==> src/rtl/uart_rx_pkg.sv <==
`timescale 1ns/1ps
package uart_rx_pkg;

    localparam int unsigned WORD_W = 9;

    typedef enum logic [1:0] {
        LEN7   = 2'd0,
        LEN8   = 2'd1,
        LEN9   = 2'd2,
        LEN8_R = 2'd3
    } rx_len_e;

    typedef enum logic [1:0] {
        PAR_NONE   = 2'd0,
        PAR_EVEN   = 2'd1,
        PAR_ODD    = 2'd2,
        PAR_NONE_R = 2'd3
    } rx_par_e;

    typedef enum logic [2:0] {
        ST_IDLE,
        ST_START,
        ST_DATA,
        ST_PAR,
        ST_STOP1,
        ST_STOP2
    } rx_state_e;

    typedef struct packed {
        logic [WORD_W-1:0] word;
        logic              par_bad;
        logic              stop_bad;
    } rx_frame_t;

    typedef struct packed {
        logic ready;
        logic overrun;
        logic framing;
        logic parity;
        logic summary;
    } rx_flags_t;

    function automatic logic [3:0] frame_bits(input rx_len_e len);
        case (len)
            LEN7:    frame_bits = 4'd7;
            LEN9:    frame_bits = 4'd9;
            default: frame_bits = 4'd8;
        endcase
    endfunction

    function automatic logic parity_used(input rx_par_e p);
        parity_used = (p == PAR_EVEN) || (p == PAR_ODD);
    endfunction

    // Bits enter the shifter from the top, so a short frame sits high
    // and must be moved down to bit 0.
    function automatic logic [WORD_W-1:0] align_word(input logic [WORD_W-1:0] sh,
                                                     input rx_len_e len);
        case (len)
            LEN7:    align_word = {2'b00, sh[8:2]};
            LEN9:    align_word = sh;
            default: align_word = {1'b0, sh[8:1]};
        endcase
    endfunction

    function automatic logic top_bit(input logic [WORD_W-1:0] w, input rx_len_e len);
        case (len)
            LEN7:    top_bit = w[6];
            LEN9:    top_bit = w[8];
            default: top_bit = w[7];
        endcase
    endfunction

endpackage

==> src/rtl/urx_sampler.sv <==
`timescale 1ns/1ps
module urx_sampler
    import uart_rx_pkg::*;
#(
    parameter int unsigned OVS         = 16,
    parameter int unsigned SYNC_STAGES = 2
) (
    input  logic      clk,
    input  logic      rst,
    input  logic      en,
    input  logic      rx_async,
    input  logic      tick,
    input  rx_len_e   len,
    input  rx_par_e   par,
    input  logic      two_stop,
    output logic      start_ok,
    output logic      done,
    output rx_frame_t frame
);
    localparam int unsigned CW = $clog2(OVS);
    localparam logic [CW-1:0] MID  = CW'(OVS/2 - 1);
    localparam logic [CW-1:0] LAST = CW'(OVS - 1);

    logic [SYNC_STAGES-1:0] sync_q;
    logic                   rxd;

    generate
        if (SYNC_STAGES == 1) begin : g_sync1
            always_ff @(posedge clk) begin
                if (rst) sync_q <= '1;
                else     sync_q <= rx_async;
            end
        end else begin : g_syncn
            always_ff @(posedge clk) begin
                if (rst) sync_q <= '1;
                else     sync_q <= {sync_q[SYNC_STAGES-2:0], rx_async};
            end
        end
    endgenerate
    assign rxd = sync_q[SYNC_STAGES-1];

    rx_state_e          st;
    logic [CW-1:0]      cnt;
    logic [3:0]         bitn;
    logic [WORD_W-1:0]  sh;
    logic               pacc;
    logic               perr_q;
    logic               serr_q;
    logic [3:0]         nb;
    logic               bit_mid;
    logic               par_now_bad;

    assign nb      = frame_bits(len);
    assign bit_mid = tick && (cnt == LAST);

    always_comb begin
        if (par == PAR_ODD) par_now_bad = ~(pacc ^ rxd);
        else                par_now_bad =  (pacc ^ rxd);
    end

    always_ff @(posedge clk) begin
        start_ok <= 1'b0;
        done     <= 1'b0;
        if (rst || !en) begin
            st     <= ST_IDLE;
            cnt    <= '0;
            bitn   <= '0;
            sh     <= '0;
            pacc   <= 1'b0;
            perr_q <= 1'b0;
            serr_q <= 1'b0;
            frame  <= '0;
        end else if (tick) begin
            case (st)
                ST_IDLE: begin
                    cnt <= '0;
                    if (!rxd) st <= ST_START;
                end
                ST_START: begin
                    if (cnt == MID) begin
                        cnt <= '0;
                        if (rxd) begin
                            st <= ST_IDLE;
                        end else begin
                            st       <= ST_DATA;
                            bitn     <= '0;
                            sh       <= '0;
                            pacc     <= 1'b0;
                            perr_q   <= 1'b0;
                            serr_q   <= 1'b0;
                            start_ok <= 1'b1;
                        end
                    end else begin
                        cnt <= cnt + 1'b1;
                    end
                end
                ST_DATA: begin
                    cnt <= cnt + 1'b1;
                    if (bit_mid) begin
                        sh   <= {rxd, sh[WORD_W-1:1]};
                        pacc <= pacc ^ rxd;
                        bitn <= bitn + 4'd1;
                        if (bitn == nb - 4'd1)
                            st <= parity_used(par) ? ST_PAR : ST_STOP1;
                    end
                end
                ST_PAR: begin
                    cnt <= cnt + 1'b1;
                    if (bit_mid) begin
                        perr_q <= par_now_bad;
                        st     <= ST_STOP1;
                    end
                end
                ST_STOP1: begin
                    cnt <= cnt + 1'b1;
                    if (bit_mid) begin
                        if (two_stop) begin
                            serr_q <= ~rxd;
                            st     <= ST_STOP2;
                        end else begin
                            frame.word     <= align_word(sh, len);
                            frame.par_bad  <= perr_q;
                            frame.stop_bad <= ~rxd;
                            done           <= 1'b1;
                            st             <= ST_IDLE;
                        end
                    end
                end
                ST_STOP2: begin
                    cnt <= cnt + 1'b1;
                    if (bit_mid) begin
                        frame.word     <= align_word(sh, len);
                        frame.par_bad  <= perr_q;
                        frame.stop_bad <= serr_q | ~rxd;
                        done           <= 1'b1;
                        st             <= ST_IDLE;
                    end
                end
                default: st <= ST_IDLE;
            endcase
        end
    end
endmodule

==> src/rtl/urx_status.sv <==
`timescale 1ns/1ps
module urx_status
    import uart_rx_pkg::*;
(
    input  logic              clk,
    input  logic              rst,
    input  logic              en,
    input  logic              sleep,
    input  rx_len_e           len,
    input  logic              done,
    input  rx_frame_t         frame,
    input  logic              rd,
    output logic [WORD_W-1:0] rbuf,
    output rx_flags_t         flags,
    output logic              irq
);
    logic accept;
    logic nxt_ovr, nxt_frm, nxt_par;

    // In sleep mode only frames carrying an address marker are taken.
    assign accept  = done && (!sleep || top_bit(frame.word, len));
    assign nxt_ovr = flags.overrun | flags.ready;
    assign nxt_frm = flags.framing | frame.stop_bad;
    assign nxt_par = flags.parity  | frame.par_bad;

    always_ff @(posedge clk) begin
        irq <= 1'b0;
        if (rst) begin
            rbuf  <= '0;
            flags <= '0;
        end else if (!en) begin
            flags <= '0;
        end else if (accept) begin
            rbuf          <= frame.word;
            flags.ready   <= 1'b1;
            flags.overrun <= nxt_ovr;
            flags.framing <= nxt_frm;
            flags.parity  <= nxt_par;
            flags.summary <= nxt_ovr | nxt_frm | nxt_par;
            irq           <= ~flags.ready;
        end else if (rd) begin
            flags <= '0;
        end
    end
endmodule

==> src/rtl/urx_rts.sv <==
`timescale 1ns/1ps
module urx_rts (
    input  logic clk,
    input  logic rst,
    input  logic en,
    input  logic rts_en,
    input  logic start_ok,
    input  logic done,
    output logic rts_n
);
    logic en_q;
    logic ready;

    always_ff @(posedge clk) begin
        if (rst) begin
            en_q  <= 1'b0;
            ready <= 1'b0;
        end else begin
            en_q <= en;
            if (!en)           ready <= 1'b0;
            else if (!en_q)    ready <= 1'b1;
            else if (start_ok) ready <= 1'b0;
            else if (done)     ready <= 1'b1;
        end
    end

    assign rts_n = rts_en ? ~ready : 1'b1;
endmodule

==> src/rtl/uart_rx_mp.sv <==
`timescale 1ns/1ps
module uart_rx_mp
    import uart_rx_pkg::*;
#(
    parameter int unsigned OVS         = 16,
    parameter int unsigned SYNC_STAGES = 2
) (
    input  logic       clk,
    input  logic       rst,
    input  logic       rx_i,
    input  logic       tick16_i,
    input  logic       rx_en_i,
    input  logic [1:0] len_i,
    input  logic [1:0] par_i,
    input  logic       two_stop_i,
    input  logic       sleep_i,
    input  logic       rts_en_i,
    input  logic       rd_lo_i,
    output logic [8:0] rbuf_o,
    output logic       rdy_o,
    output logic       ovr_o,
    output logic       frm_o,
    output logic       perr_o,
    output logic       sum_o,
    output logic       irq_o,
    output logic       rts_n_o
);
    rx_len_e   len;
    rx_par_e   par;
    rx_frame_t frame;
    rx_flags_t flags;
    logic      start_ok;
    logic      done;

    assign len = rx_len_e'(len_i);
    assign par = rx_par_e'(par_i);

    urx_sampler #(.OVS(OVS), .SYNC_STAGES(SYNC_STAGES)) u_samp (
        .clk      (clk),
        .rst      (rst),
        .en       (rx_en_i),
        .rx_async (rx_i),
        .tick     (tick16_i),
        .len      (len),
        .par      (par),
        .two_stop (two_stop_i),
        .start_ok (start_ok),
        .done     (done),
        .frame    (frame)
    );

    urx_status u_stat (
        .clk   (clk),
        .rst   (rst),
        .en    (rx_en_i),
        .sleep (sleep_i),
        .len   (len),
        .done  (done),
        .frame (frame),
        .rd    (rd_lo_i),
        .rbuf  (rbuf_o),
        .flags (flags),
        .irq   (irq_o)
    );

    urx_rts u_rts (
        .clk      (clk),
        .rst      (rst),
        .en       (rx_en_i),
        .rts_en   (rts_en_i),
        .start_ok (start_ok),
        .done     (done),
        .rts_n    (rts_n_o)
    );

    assign rdy_o  = flags.ready;
    assign ovr_o  = flags.overrun;
    assign frm_o  = flags.framing;
    assign perr_o = flags.parity;
    assign sum_o  = flags.summary;
endmodule

==> config.mk <==
export PLATFORM = sky130hd
export DESIGN_NAME = uart_rx_mp
export DESIGN_NICKNAME = d
export VERILOG_FILES = /design/src/rtl/uart_rx_pkg.sv /design/src/rtl/urx_sampler.sv /design/src/rtl/urx_status.sv /design/src/rtl/urx_rts.sv /design/src/rtl/uart_rx_mp.sv
export SDC_FILE = /design/constraint.sdc
export NUM_CORES = 1
export LEC_CHECK = 0
export ABC_AREA = 1
export BUFFER_PORTS_ARGS = -buffer_cell sky130_fd_sc_hd__buf_2
export CAP_MARGIN = 15
export CORE_MARGIN = 1.5
export CORE_UTILIZATION = 58
export DETAILED_ROUTE_END_ITERATION = 16
export HOLD_SLACK_MARGIN = 0.08
export PLACE_DENSITY = 0.88
export RECOVER_POWER = 25
export REMOVE_ABC_BUFFERS = 1
export SLEW_MARGIN = 25
export SYNTH_ARGS = -nofsm -noshare
export SYNTH_HDL_FRONTEND = slang
export SYNTH_SLANG_ARGS = --single-unit
==> constraint.sdc <==
create_clock -name clk -period 2.05 [get_ports clk]
set_input_delay 0.41 -clock clk [delete_from_list [all_inputs] [get_ports clk]]
set_output_delay 0.41 -clock clk [all_outputs]
set_load 0.005 [all_outputs]
==> results.json, run 1 <==
{
  "outcome": "complete, no violations",
  "place_inst": 433,
  "hpwl_mm": 3.825,
  "num_vias": 2426,
  "yosysTopAreaCell": "dfxtp_1",
  "reg2reg_depth": 10,
  "post_dp_cell_area_um2": 2744,
  "drtIter0Drc": 191,
  "fmax_ghz": 0.5603,
  "overflow": 0,
  "crit_chain": "inv_2, nand3_2, buf_4, nand2_1, nand2_1, nand2_1, nor2_1, nand3_1, nand2_1, nor2_1",
  "finalSetupViolCount": 0,
  "drv_cap": 0,
  "synth_area_leaders": "dfxtp_1 43%, nand2_1 11%, a21oi_1 7.6%",
  "grt_max_degree": 26,
  "worst-path-buf-inv": 2,
  "crit_end": "u_samp.st[2]$_SDFFE_PP0P_",
  "whs_path_depth": 2,
  "first_pass_iters": 5,
  "mappedNetlistArea_um2": 2576,
  "antenna_found_initial": 0,
  "syn_area_per_cell_um2": 7.117,
  "io_pins": 29,
  "fin_nets": 404,
  "cts_tree": "done",
  "drive_above_1_share_pct": 12.85,
  "skew_ps": 12.97,
  "synth_enable_flop_cells": 0,
  "reg2reg_from": "u_samp.st[0]$_SDFFE_PP0P_",
  "rows": 24,
  "synth_top_area_share_pct": 42.74,
  "core_area_um2": 4324,
  "grt_setup_unrepaired": "no",
  "ys_seq_area_share_pct": 42.74,
  "timing.rr.end": "u_samp.st[2]$_SDFFE_PP0P_",
  "clock_sinks": 55,
  "min_period_ps": 1785,
  "route.detailed.drc": 0,
  "hold_ws_ps": 294.5,
  "finish.utilization_pct": 65.71,
  "yosys_register_bits": 55,
  "die_w_um": 69.65,
  "hold_viol_final": 0,
  "worstSkewPairLatency_ps": 320,
  "cpMostUsedCell": "nand2_1",
  "clk_path_buf_depth": 2,
  "finalWirelength_mm": 5.468,
  "io_buffer_count": 28,
  "synth_cell_type_count": 28,
  "endpoint_kind": "flip-flop",
  "syn-instance-count": 362,
  "vdd_drop_max_uv": 390.4,
  "cts_buffers": 5,
  "htreeDepth": 2,
  "synthArstFlopShare_pct": 0,
  "initial_utilization_pct": 59.58,
  "cp_slowest_cell": "dfxtp_1",
  "crit_fanout": 11,
  "critPathLaunchType": "flip-flop",
  "postCtsHoldBufs": 0,
  "gp_congestion": 0.8996,
  "p_leak_uw": 0.001137,
  "fin_area_um2": 2841,
  "first_global_vias": 2105,
  "drt-wirelength-per-cell_um": 12.40,
  "die_h_um": 69.65,
  "yosysWarningCount": 0,
  "worst_pin_slew_ps": 521.7,
  "yosys-top-cells-count": "75 x nand2_1, 55 x dfxtp_1, 51 x nor2_1, 39 x a21oi_1, 31 x inv_1",
  "required_ps": 2280,
  "setup_tns_ps": 0,
  "fin_cells": 441,
  "arrival_ps": 2010,
  "slew_headroom_pct": 65.22,
  "cpPeakStageDelay_ps": 470,
  "crit_start": "u_samp.st[0]$_SDFFE_PP0P_",
  "clk_pin_slew_ps": 110,
  "area_growth_pct": 10.30,
  "synth_ff_type": "dfxtp_1",
  "path_depth": 10,
  "drv_slew": 0,
  "period_share_pct": 87.06,
  "final_antenna_net_count": 0,
  "regToRegSetupSlack_ps": 270,
  "grt_use_total_pct": 23.64,
  "grt_pass1_wl_mm": 9.404,
  "cts_root_buf": "clkbuf_8",
  "hold_path.class": "primary input to flip-flop",
  "viasPerCell": 5.501,
  "powerDensity_nw_per_um2": 654.1,
  "min-delay-start": "rx_i",
  "die_area_um2": 4850,
  "critical_path_class": "flip-flop to flip-flop",
  "synth_most_common_cell": "nand2_1",
  "crit_family": "simple AND/OR/NAND/NOR gates",
  "antenna_cells": 0
}
-- per-stage QoR --
step                total power [µW]  worst slack, ps
finish                          1859            265.2
detailed placement              1239            245.9
floorplan                       1190            251.1
global route                    1931            60.39
global placement                1237            292.9
CTS                             1867            222.3
-- layer usage --
layer | part of all wire (%) | track usage (%) | routed length (µm)
met1 | 49 | 32.22 | 2680
met2 | 44 | 37.18 | 2428
met3 | 5.0 | 5.233 | 273
met4 | 1.6 | 8.333 | 86
met5 | 0 | 0 | 0
-- cell families (layout without fill, tap and decap cells) --
group	count (synthesis)	count (layout)	share of synthesized area [%]
adders and majority gates	3	3	1.457
AOI/OAI and AO/OA	76	76	16.51
and+or+nand+nor	175	175	29.72
xor gates and xnor gates	5	5	1.700
buffers and inverters	48	75	7.868
DFF	55	55	42.74
-- state kept, by name (all words and copies together) (netlist names), 2 cells and up --
name,count
u_samp.bitn,4
u_samp.st,3
u_samp.frame,11
u_samp.sync_q,2
u_stat.rbuf,9
u_samp.cnt,4
u_stat.flags,5
u_samp.sh,9
-- cell type report --
class	instances	area (µm²)
multi-input combinational	259	1280
inverter	34	127.6
clock inverter	3	28.78
fill	384	1483
clock buffer	5	68.82
tap	52	65.06
timing repair buffer	33	170.2
sequential	55	1101
-- where the power goes --
group | switching (µW) | leakage, µW | internal (µW)
Clock | 387 | 0.0000502 | 254
Sequential | 7.18 | 0.000444 | 1080
Combinational | 91.2 | 0.000643 | 42.8
Total | 485 | 0.00114 | 1370
-- what timing repair did --
| item | 4_1_cts | 5_1_grt |
|---|---|---|
| buffers inserted | 0 | 0 |
| resized for setup | 0 | 1 |
| endpoints found under the setup margin | 0 | 1 |
-- placed cells by master (no fill, tap or decap) --
cell type,count
o21ai_1,7
a221oi_1,5
xnor2_1,5
nor4_1,1
o21ai_0,17
nand2_1,75
nand3_2,2
clkinv_1,1
nand2_2,3
ha_1,3
buf_4,4
a21oi_4,1
inv_2,2
o21bai_1,1
clkbuf_1,4
nor2_1,51
nor2_2,2
buf_2,24
dfxtp_1,55
clkinv_4,2
nand4_1,18
inv_8,1
clkbuf_8,5
inv_1,31
nand3_4,1
or2_2,2
a211oi_1,4
nor3_1,4
o22ai_1,2
clkbuf_2,1
a21oi_1,39
nand3_1,16
-- how the worst min path moves through the flow --
stage          slack, ps                          end
2_1_floorplan        390     u_rts.ready$_SDFFE_PP0P_
3_3_place_gp         390     u_rts.ready$_SDFFE_PP0P_
3_5_place_dp         410     u_rts.ready$_SDFFE_PP0P_
4_1_cts              280  u_samp.sync_q[0]$_SDFF_PP1_
5_1_grt              280  u_samp.sync_q[0]$_SDFF_PP1_
6_report             290  u_samp.sync_q[0]$_SDFF_PP1_
Note: power is estimated with default switching activity, not from simulation.
==> run 2, diff against run 1 <==
- CORE_MARGIN: 1.5 -> 8
- CORE_UTILIZATION: 58 -> 52
- PLACE_DENSITY: 0.88 -> 0.84
- RECOVER_POWER: 25 -> 100
- clock period: 2.05 -> 1.6 ns (I/O delays scaled with it)
==> run 2 against run 1 <==
Compared with the run above:
- global-route usage decreased by 6.9 points
- non-clock buffer count increased by 14
- power up 36%
- via count rose by 4.5%
- critical path type unchanged
==> results.json, run 2 (synthesis gave the netlist of run 1 again) <==
{
  "num_vias": 2534,
  "use_met3_pct": 3.781,
  "outcome": "complete, no violations",
  "whs_path_depth": 2,
  "first_global_vias": 2394,
  "die_w_um": 86.39,
  "p_sw_uw": 600.4,
  "reg2reg_depth": 9,
  "fin_nets": 418,
  "finalSetupViolCount": 0,
  "cpPeakStageDelay_ps": 360,
  "comb_power_share_pct": 7.9,
  "cts_buffers": 5,
  "drtIter0Drc": 201,
  "grt_setup_unrepaired": "yes",
  "hold_ws_ps": 189.8,
  "grt.busiest_layer": "met2",
  "vdd_drop_max_uv": 408.2,
  "hold_path.class": "primary input to flip-flop",
  "fin_area_um2": 2990,
  "required_ps": 1810,
  "io_buffer_count": 28,
  "place_inst": 462,
  "fmax_ghz": 0.6718,
  "worstSkewPairLatency_ps": 310,
  "skew_ps": 2.440,
  "final_common_cell": "nand2_1",
  "core_area_um2": 4755,
  "clock_sinks": 55,
  "timing.rr.end": "u_samp.perr_q$_SDFFE_PP0P_",
  "finalWirelength_mm": 6.088,
  "intPower_uw": 1924,
  "top_regs": "u_samp.frame x11, u_samp.sh x9, u_stat.rbuf x9",
  "fin_ws_ps": 111.5,
  "cp_slowest_cell": "dfxtp_2",
  "rows": 25,
  "drv_cap": 0,
  "reg2reg_from": "u_samp.cnt[1]$_SDFFE_PP0P_",
  "io_pins": 29,
  "arrival_ps": 1700,
  "drt-wirelength-per-cell_um": 12.95,
  "drive_above_1_share_pct": 15.14,
  "crit_family": "simple AND/OR/NAND/NOR gates",
  "postCtsHoldBufs": 0,
  "grt_use_total_pct": 16.70,
  "crit_chain": "ha_1, nand2_1, inv_2, nand3_1, nand2_1, clkbuf_4, nand4_1, a21oi_2, nor2_1",
  "p_clk_share_pct": 37.1,
  "swShare_pct": 23.78,
  "met1_usage_pct": 20.06,
  "first_pass_iters": 4,
  "powerDensity_nw_per_um2": 844.2,
  "critical_path_class": "flip-flop to flip-flop",
  "hold_end": "u_samp.sync_q[0]$_SDFF_PP1_",
  "grt_max_degree": 23,
  "min-delay-start": "rx_i",
  "crit_fanout": 8,
  "final_antenna_net_count": 0,
  "largest_reg_flops": 11,
  "cpMostUsedCell": "nand2_1",
  "route.detailed.drc": 0,
  "die_h_um": 86.39,
  "cts_root_buf": "clkbuf_8",
  "worst_pin_slew_ps": 457.9,
  "cts_tree": "done",
  "use_met2_pct": 28.06,
  "hpwl_mm": 4.460,
  "p_seq_share_pct": 55.0,
  "p_leak_uw": 0.001184,
  "viasPerCell": 5.391,
  "die_area_um2": 7462,
  "post_dp_cell_area_um2": 2880,
  "regToRegSetupSlack_ps": 110,
  "worst-path-buf-inv": 2,
  "clk_pin_slew_ps": 100,
  "antenna_found_initial": 0,
  "area_growth_pct": 16.08,
  "initial_utilization_pct": 54.18,
  "final_cell_mix": "75 x nand2_1, 53 x dfxtp_1, 50 x nor2_1",
  "endpoint_kind": "flip-flop",
  "drv_slew": 0,
  "grt_pass1_wl_mm": 10.38,
  "antenna_cells": 0,
  "top_register": "u_samp.frame",
  "gp_congestion": 0.9110,
  "overflow": 0,
  "period_share_pct": 93.03,
  "critPathLaunchType": "flip-flop",
  "pre_cts_slack_ps": -34.74,
  "htreeDepth": 2,
  "min_period_ps": 1488,
  "hold_viol_final": 0,
  "slew_headroom_pct": 69.47,
  "clk_path_buf_depth": 2,
  "fin_cells": 470,
  "postCtsSetupRepairBufs": 0
}
## run 2: repair_timing
item,CTS,global route
pin swaps,0,1
gates resized for setup,1,7
setup endpoints to repair,3,20
## run 2: layer usage
metal | share of wire, % | vias to the layer above | routed length (µm)
met2 | 47 | 66 | 2888
met1 | 45 | 1174 | 2769
li1 | - | 1284 | -
met3 | 5.4 | 10 | 326
met4 | 1.7 | 0 | 104
met5 | 0 | - | 0
## run 2: area by class of cell
type	instances	area [µm²]
multi-input cells	259	1279
repair buffers	47	279.0
fillers	453	1764
well taps	67	83.83
flip-flops and latches	55	1104
inverters	34	130.1
clock inverters	3	46.29
clock buffers	5	68.82
## run 2: power by group through the flow
| stage | Clock (µW) | Sequential (µW) | Combinational, µW |
|---|---|---|---|
| global placement | 0 | 1420 | 189 |
| detailed placement | 0 | 1420 | 191 |
| CTS | 949 | 1390 | 194 |
| global route | 1010 | 1390 | 222 |
| finish | 938 | 1390 | 199 |
| floorplan | 0 | 1420 | 106 |
## run 2: worst max-delay path by stage
stage	slack (ps)	cells past startpoint	startpoint	end
2_1_floorplan	-200	7	u_samp.st[2]$_SDFFE_PP0P_	u_samp.sh[2]$_SDFFE_PP0P_
3_3_place_gp	50	10	u_samp.cnt[1]$_SDFFE_PP0P_	u_samp.st[1]$_SDFFE_PP0P_
3_5_place_dp	-30	10	u_samp.cnt[1]$_SDFFE_PP0P_	u_samp.st[0]$_SDFFE_PP0P_
4_1_cts	50	10	u_samp.cnt[1]$_SDFFE_PP0P_	u_samp.st[0]$_SDFFE_PP0P_
5_1_grt	-40	9	u_samp.cnt[1]$_SDFFE_PP0P_	u_samp.perr_q$_SDFFE_PP0P_
6_report	110	9	u_samp.cnt[1]$_SDFFE_PP0P_	u_samp.perr_q$_SDFFE_PP0P_
## run 2: worst register-to-register path: stages (launching register included)
cell and delay [ps]:
dfxtp_2 360, ha_1 170, nand2_1 80, inv_2 90, nand3_1 70, nand2_1 90, clkbuf_4 190, nand4_1 140
a21oi_2 170, nor2_1 50
## run 2: stage by stage
step | util [%] | power (µW) | TNS, ps
floorplan | - | 1524 | -2041
global placement | 60.58 | 1608 | 0
detailed placement | 60.58 | 1611 | -72.78
CTS | 63.05 | 2531 | 0
global route | 62.89 | 2623 | -54.67
finish | 62.89 | 2524 | 0
==> run 3, diff against run 2 <==
- CORE_UTILIZATION: 52 -> 53
- PLACE_DENSITY: 0.84 -> 0.85
- SYNTH_HIERARCHICAL: not set -> 1
==> run 3 against run 2 <==
Compared with the run above:
- register-to-register slack got worse by 50 ps
- utilization rose by 1.3 points
- non-clock buffer count fell by 3
- clock-buffer cell count rose by 2
- sequential cell count did not move
- final area rose by 10%
- clock skew rose by 1.6 ps
- synthesized cell count rose by 14%
- worst hold slack improved by 2.5 ps
- critical path type unchanged
- critical endpoint is now u_samp/st[2]$_SDFFE_PP0P_
- largest power group unchanged
- highest routed layer unchanged
==> results.json, run 3 <==
{
  "htreeDepth": 2,
  "final_cell_mix": "89 x nand2_1, 62 x inv_1, 50 x dfxtp_1, 50 x nor2_1, 32 x a21oi_1",
  "yosys_register_bits": 55,
  "final_antenna_net_count": 0,
  "clk_pin_slew_ps": 100,
  "mappedNetlistArea_um2": 2828,
  "synthSimpleGateAreaFrac_pct": 30.18,
  "viasPerCell": 5.188,
  "cts_tree": "done",
  "clock_sinks": 55,
  "synth_cell_type_count": 36,
  "skew_ps": 4.089,
  "synthArstFlopShare_pct": 0,
  "grt_use_total_pct": 17.60,
  "synth_most_common_cell": "nand2_1",
  "drtIter0Drc": 191,
  "fin_ws_ps": 62.52,
  "p_seq_share_pct": 57.9,
  "top_register": "u_samp/frame",
  "slew_headroom_pct": 65.26,
  "ff_latch_area_um2": 1107,
  "die_w_um": 89.05,
  "syn-instance-count": 413,
  "drv_slew": 0,
  "p_leak_uw": 0.001417,
  "num_vias": 2734,
  "synthXorXnorAreaFrac_pct": 1.549,
  "initial_utilization_pct": 55.01,
  "first_global_vias": 2584,
  "comb_power_share_pct": 9.0,
  "finish.utilization_pct": 64.24,
  "die_area_um2": 7929,
  "synth_enable_flop_cells": 0,
  "drive_above_1_share_pct": 20.35,
  "yosysTopAreaCell": "dfxtp_1",
  "ys_seq_area_share_pct": 38.94,
  "drt-wirelength-per-cell_um": 12.98,
  "crit_fanout": 10,
  "multi_input_area_um2": 1485,
  "area_growth_pct": 16.77,
  "vdd_drop_max_uv": 363.8,
  "io_pins": 29,
  "outcome": "complete, no violations",
  "worst_pin_slew_ps": 521.0,
  "antenna_cells": 0,
  "whs_path_depth": 2,
  "cts_root_buf": "clkbuf_8",
  "synth_adder_area_share_pct": 1.327,
  "synth_compound_gate_area_share_pct": 15.53,
  "yosysWarningCount": 6,
  "required_ps": 1840,
  "io_buffer_count": 28,
  "top_regs": "u_samp/frame x11, u_samp/sh x9, u_stat/rbuf x9",
  "endpoint_kind": "flip-flop",
  "clk_path_buf_depth": 2,
  "fmax_ghz": 0.6504,
  "postCtsHoldBufs": 0,
  "finalSetupViolCount": 0,
  "grt_max_degree": 17,
  "grt_pass1_wl_mm": 11.22,
  "overflow": 0,
  "muxShareOfSynthArea_pct": 0,
  "p_clk_share_pct": 33.2,
  "cts_buffers": 5,
  "hpwl_mm": 4.745,
  "syn_area_per_cell_um2": 6.847,
  "fin_nets": 472,
  "largest_reg_flops": 11,
  "synth_top_family_by_area": "simple AND/OR/NAND/NOR gates",
  "core_area_um2": 5140,
  "min_period_ps": 1537,
  "critical_path_class": "flip-flop to flip-flop",
  "hold_path.class": "primary input to flip-flop",
  "synth_ff_type": "dfxtp_1",
  "gp_congestion": 0.9011,
  "rows": 26,
  "die_h_um": 89.05,
  "n_fill_cell": 469,
  "synth_area_leaders": "dfxtp_1 39%, nand2_1 13%, inv_1 8.4%",
  "p_sw_uw": 594.0,
  "swShare_pct": 24.71,
  "intPower_uw": 1810,
  "powerDensity_nw_per_um2": 728.0,
  "pre_cts_slack_ps": -85.82,
  "critPathLaunchType": "flip-flop",
  "arrival_ps": 1780,
  "hold_viol_final": 0,
  "reg2reg_depth": 11,
  "synth_top_area_share_pct": 38.94,
  "worstSkewPairLatency_ps": 310,
  "drv_cap": 0,
  "yosys-top-cells-count": "95 x nand2_1, 63 x inv_1, 55 x dfxtp_1, 54 x nor2_1",
  "final_common_cell": "nand2_1",
  "finalWirelength_mm": 6.842,
  "first_pass_iters": 4,
  "route.detailed.drc": 0,
  "period_share_pct": 96.09,
  "antenna_found_initial": 0
}
## run 3: changes by cell type in the layout (fill, tap and decap cells not counted), moves of 6 or more
| cell | before | now |
|---|---|---|
| nand2_1 | 75 | 89 |
| inv_1 | 30 | 62 |
| nand4_1 | 18 | 10 |
| buf_2 | 18 | 25 |
| clkbuf_1 | 11 | 5 |
| o21ai_0 | 17 | 31 |
| a21oi_1 | 38 | 32 |
## run 3: final timing paths
check	startpoint	end	slack [ps]
worst max-delay path	u_samp/cnt[0]$_SDFFE_PP0P_	u_samp/st[2]$_SDFFE_PP0P_	60
worst min-delay path	rx_i	u_samp/sync_q[0]$_SDFF_PP1_	190
worst max register to register	u_samp/cnt[0]$_SDFFE_PP0P_	u_samp/st[2]$_SDFFE_PP0P_	60
worst min register to register	u_samp/sync_q[0]$_SDFF_PP1_	u_samp/sync_q[1]$_SDFF_PP1_	420
## run 3: critical path, stage by stage (launching register included)
cell,delay (ps)
dfxtp_2,350
ha_2,200
nand2_2,100
inv_4,100
nand2_8,100
nand2_1,120
nand2_1,70
nor2_2,90
nand3_2,110
nand2_1,80
nand2_1,50
nor2_1,100
## run 3: final cells by class
cell class                      count  share of cell area [%]
Clock buffer                        7                   2.615
Multi-Input combinational cell    281                   44.98
Timing Repair Buffer               44                   7.882
Clock inverter                      1                  0.2653
Tap cell                           70                   2.653
Sequential cell                    55                   33.54
Inverter                           69                   8.071
## run 3: power groups by stage
stage | combinational [µW] | sequential [µW] | clock, µW
after floorplan | 119 | 1420 | 0
after global placement | 195 | 1420 | 0
after detailed placement | 200 | 1420 | 0
after CTS | 203 | 1390 | 820
after global routing | 240 | 1390 | 882
final | 216 | 1390 | 797
## run 3: kinds of logic (layout without fill, tap and decap cells)
logic type / after synthesis / count (layout)
xor gates and xnor gates: 5 / 5
adders and majority gates: 3 / 3
AOI/OAI and AO/OA: 78 / 80
and+or+nand+nor: 192 / 193
DFF: 55 / 55
buffers and inverters: 80 / 121
## run 3: what timing repair did
| item | CTS | global route |
|---|---|---|
| gates cloned | 2 | 1 |
| pin swaps | 1 | 2 |
| setup buffers | 0 | 1 |
| resized for setup | 6 | 28 |
| setup endpoints to repair | 7 | 33 |
## run 3: through the flow
step	instance area (µm²)	hold slack, ps	setup TNS, ps	power, µW	cells
after global routing	3302	182.2	-160.8	2515	527
final	3302	192.3	0	2404	527
after detailed placement	3074	403.0	-388.1	1620	515
after floorplan	2734	389.5	0	1538	402
after CTS	3212	187.5	-8.705	2411	525
after global placement	3074	395.0	0	1615	515
## run 3: layer usage
layer | global-route usage [%] | vias up | wire length, µm
met5 | 0 | - | 0
met4 | 7.704 | 0 | 161
met3 | 2.849 | 14 | 416
met2 | 30.86 | 83 | 3368
met1 | 20.55 | 1233 | 2896
li1 | - | 1404 | -
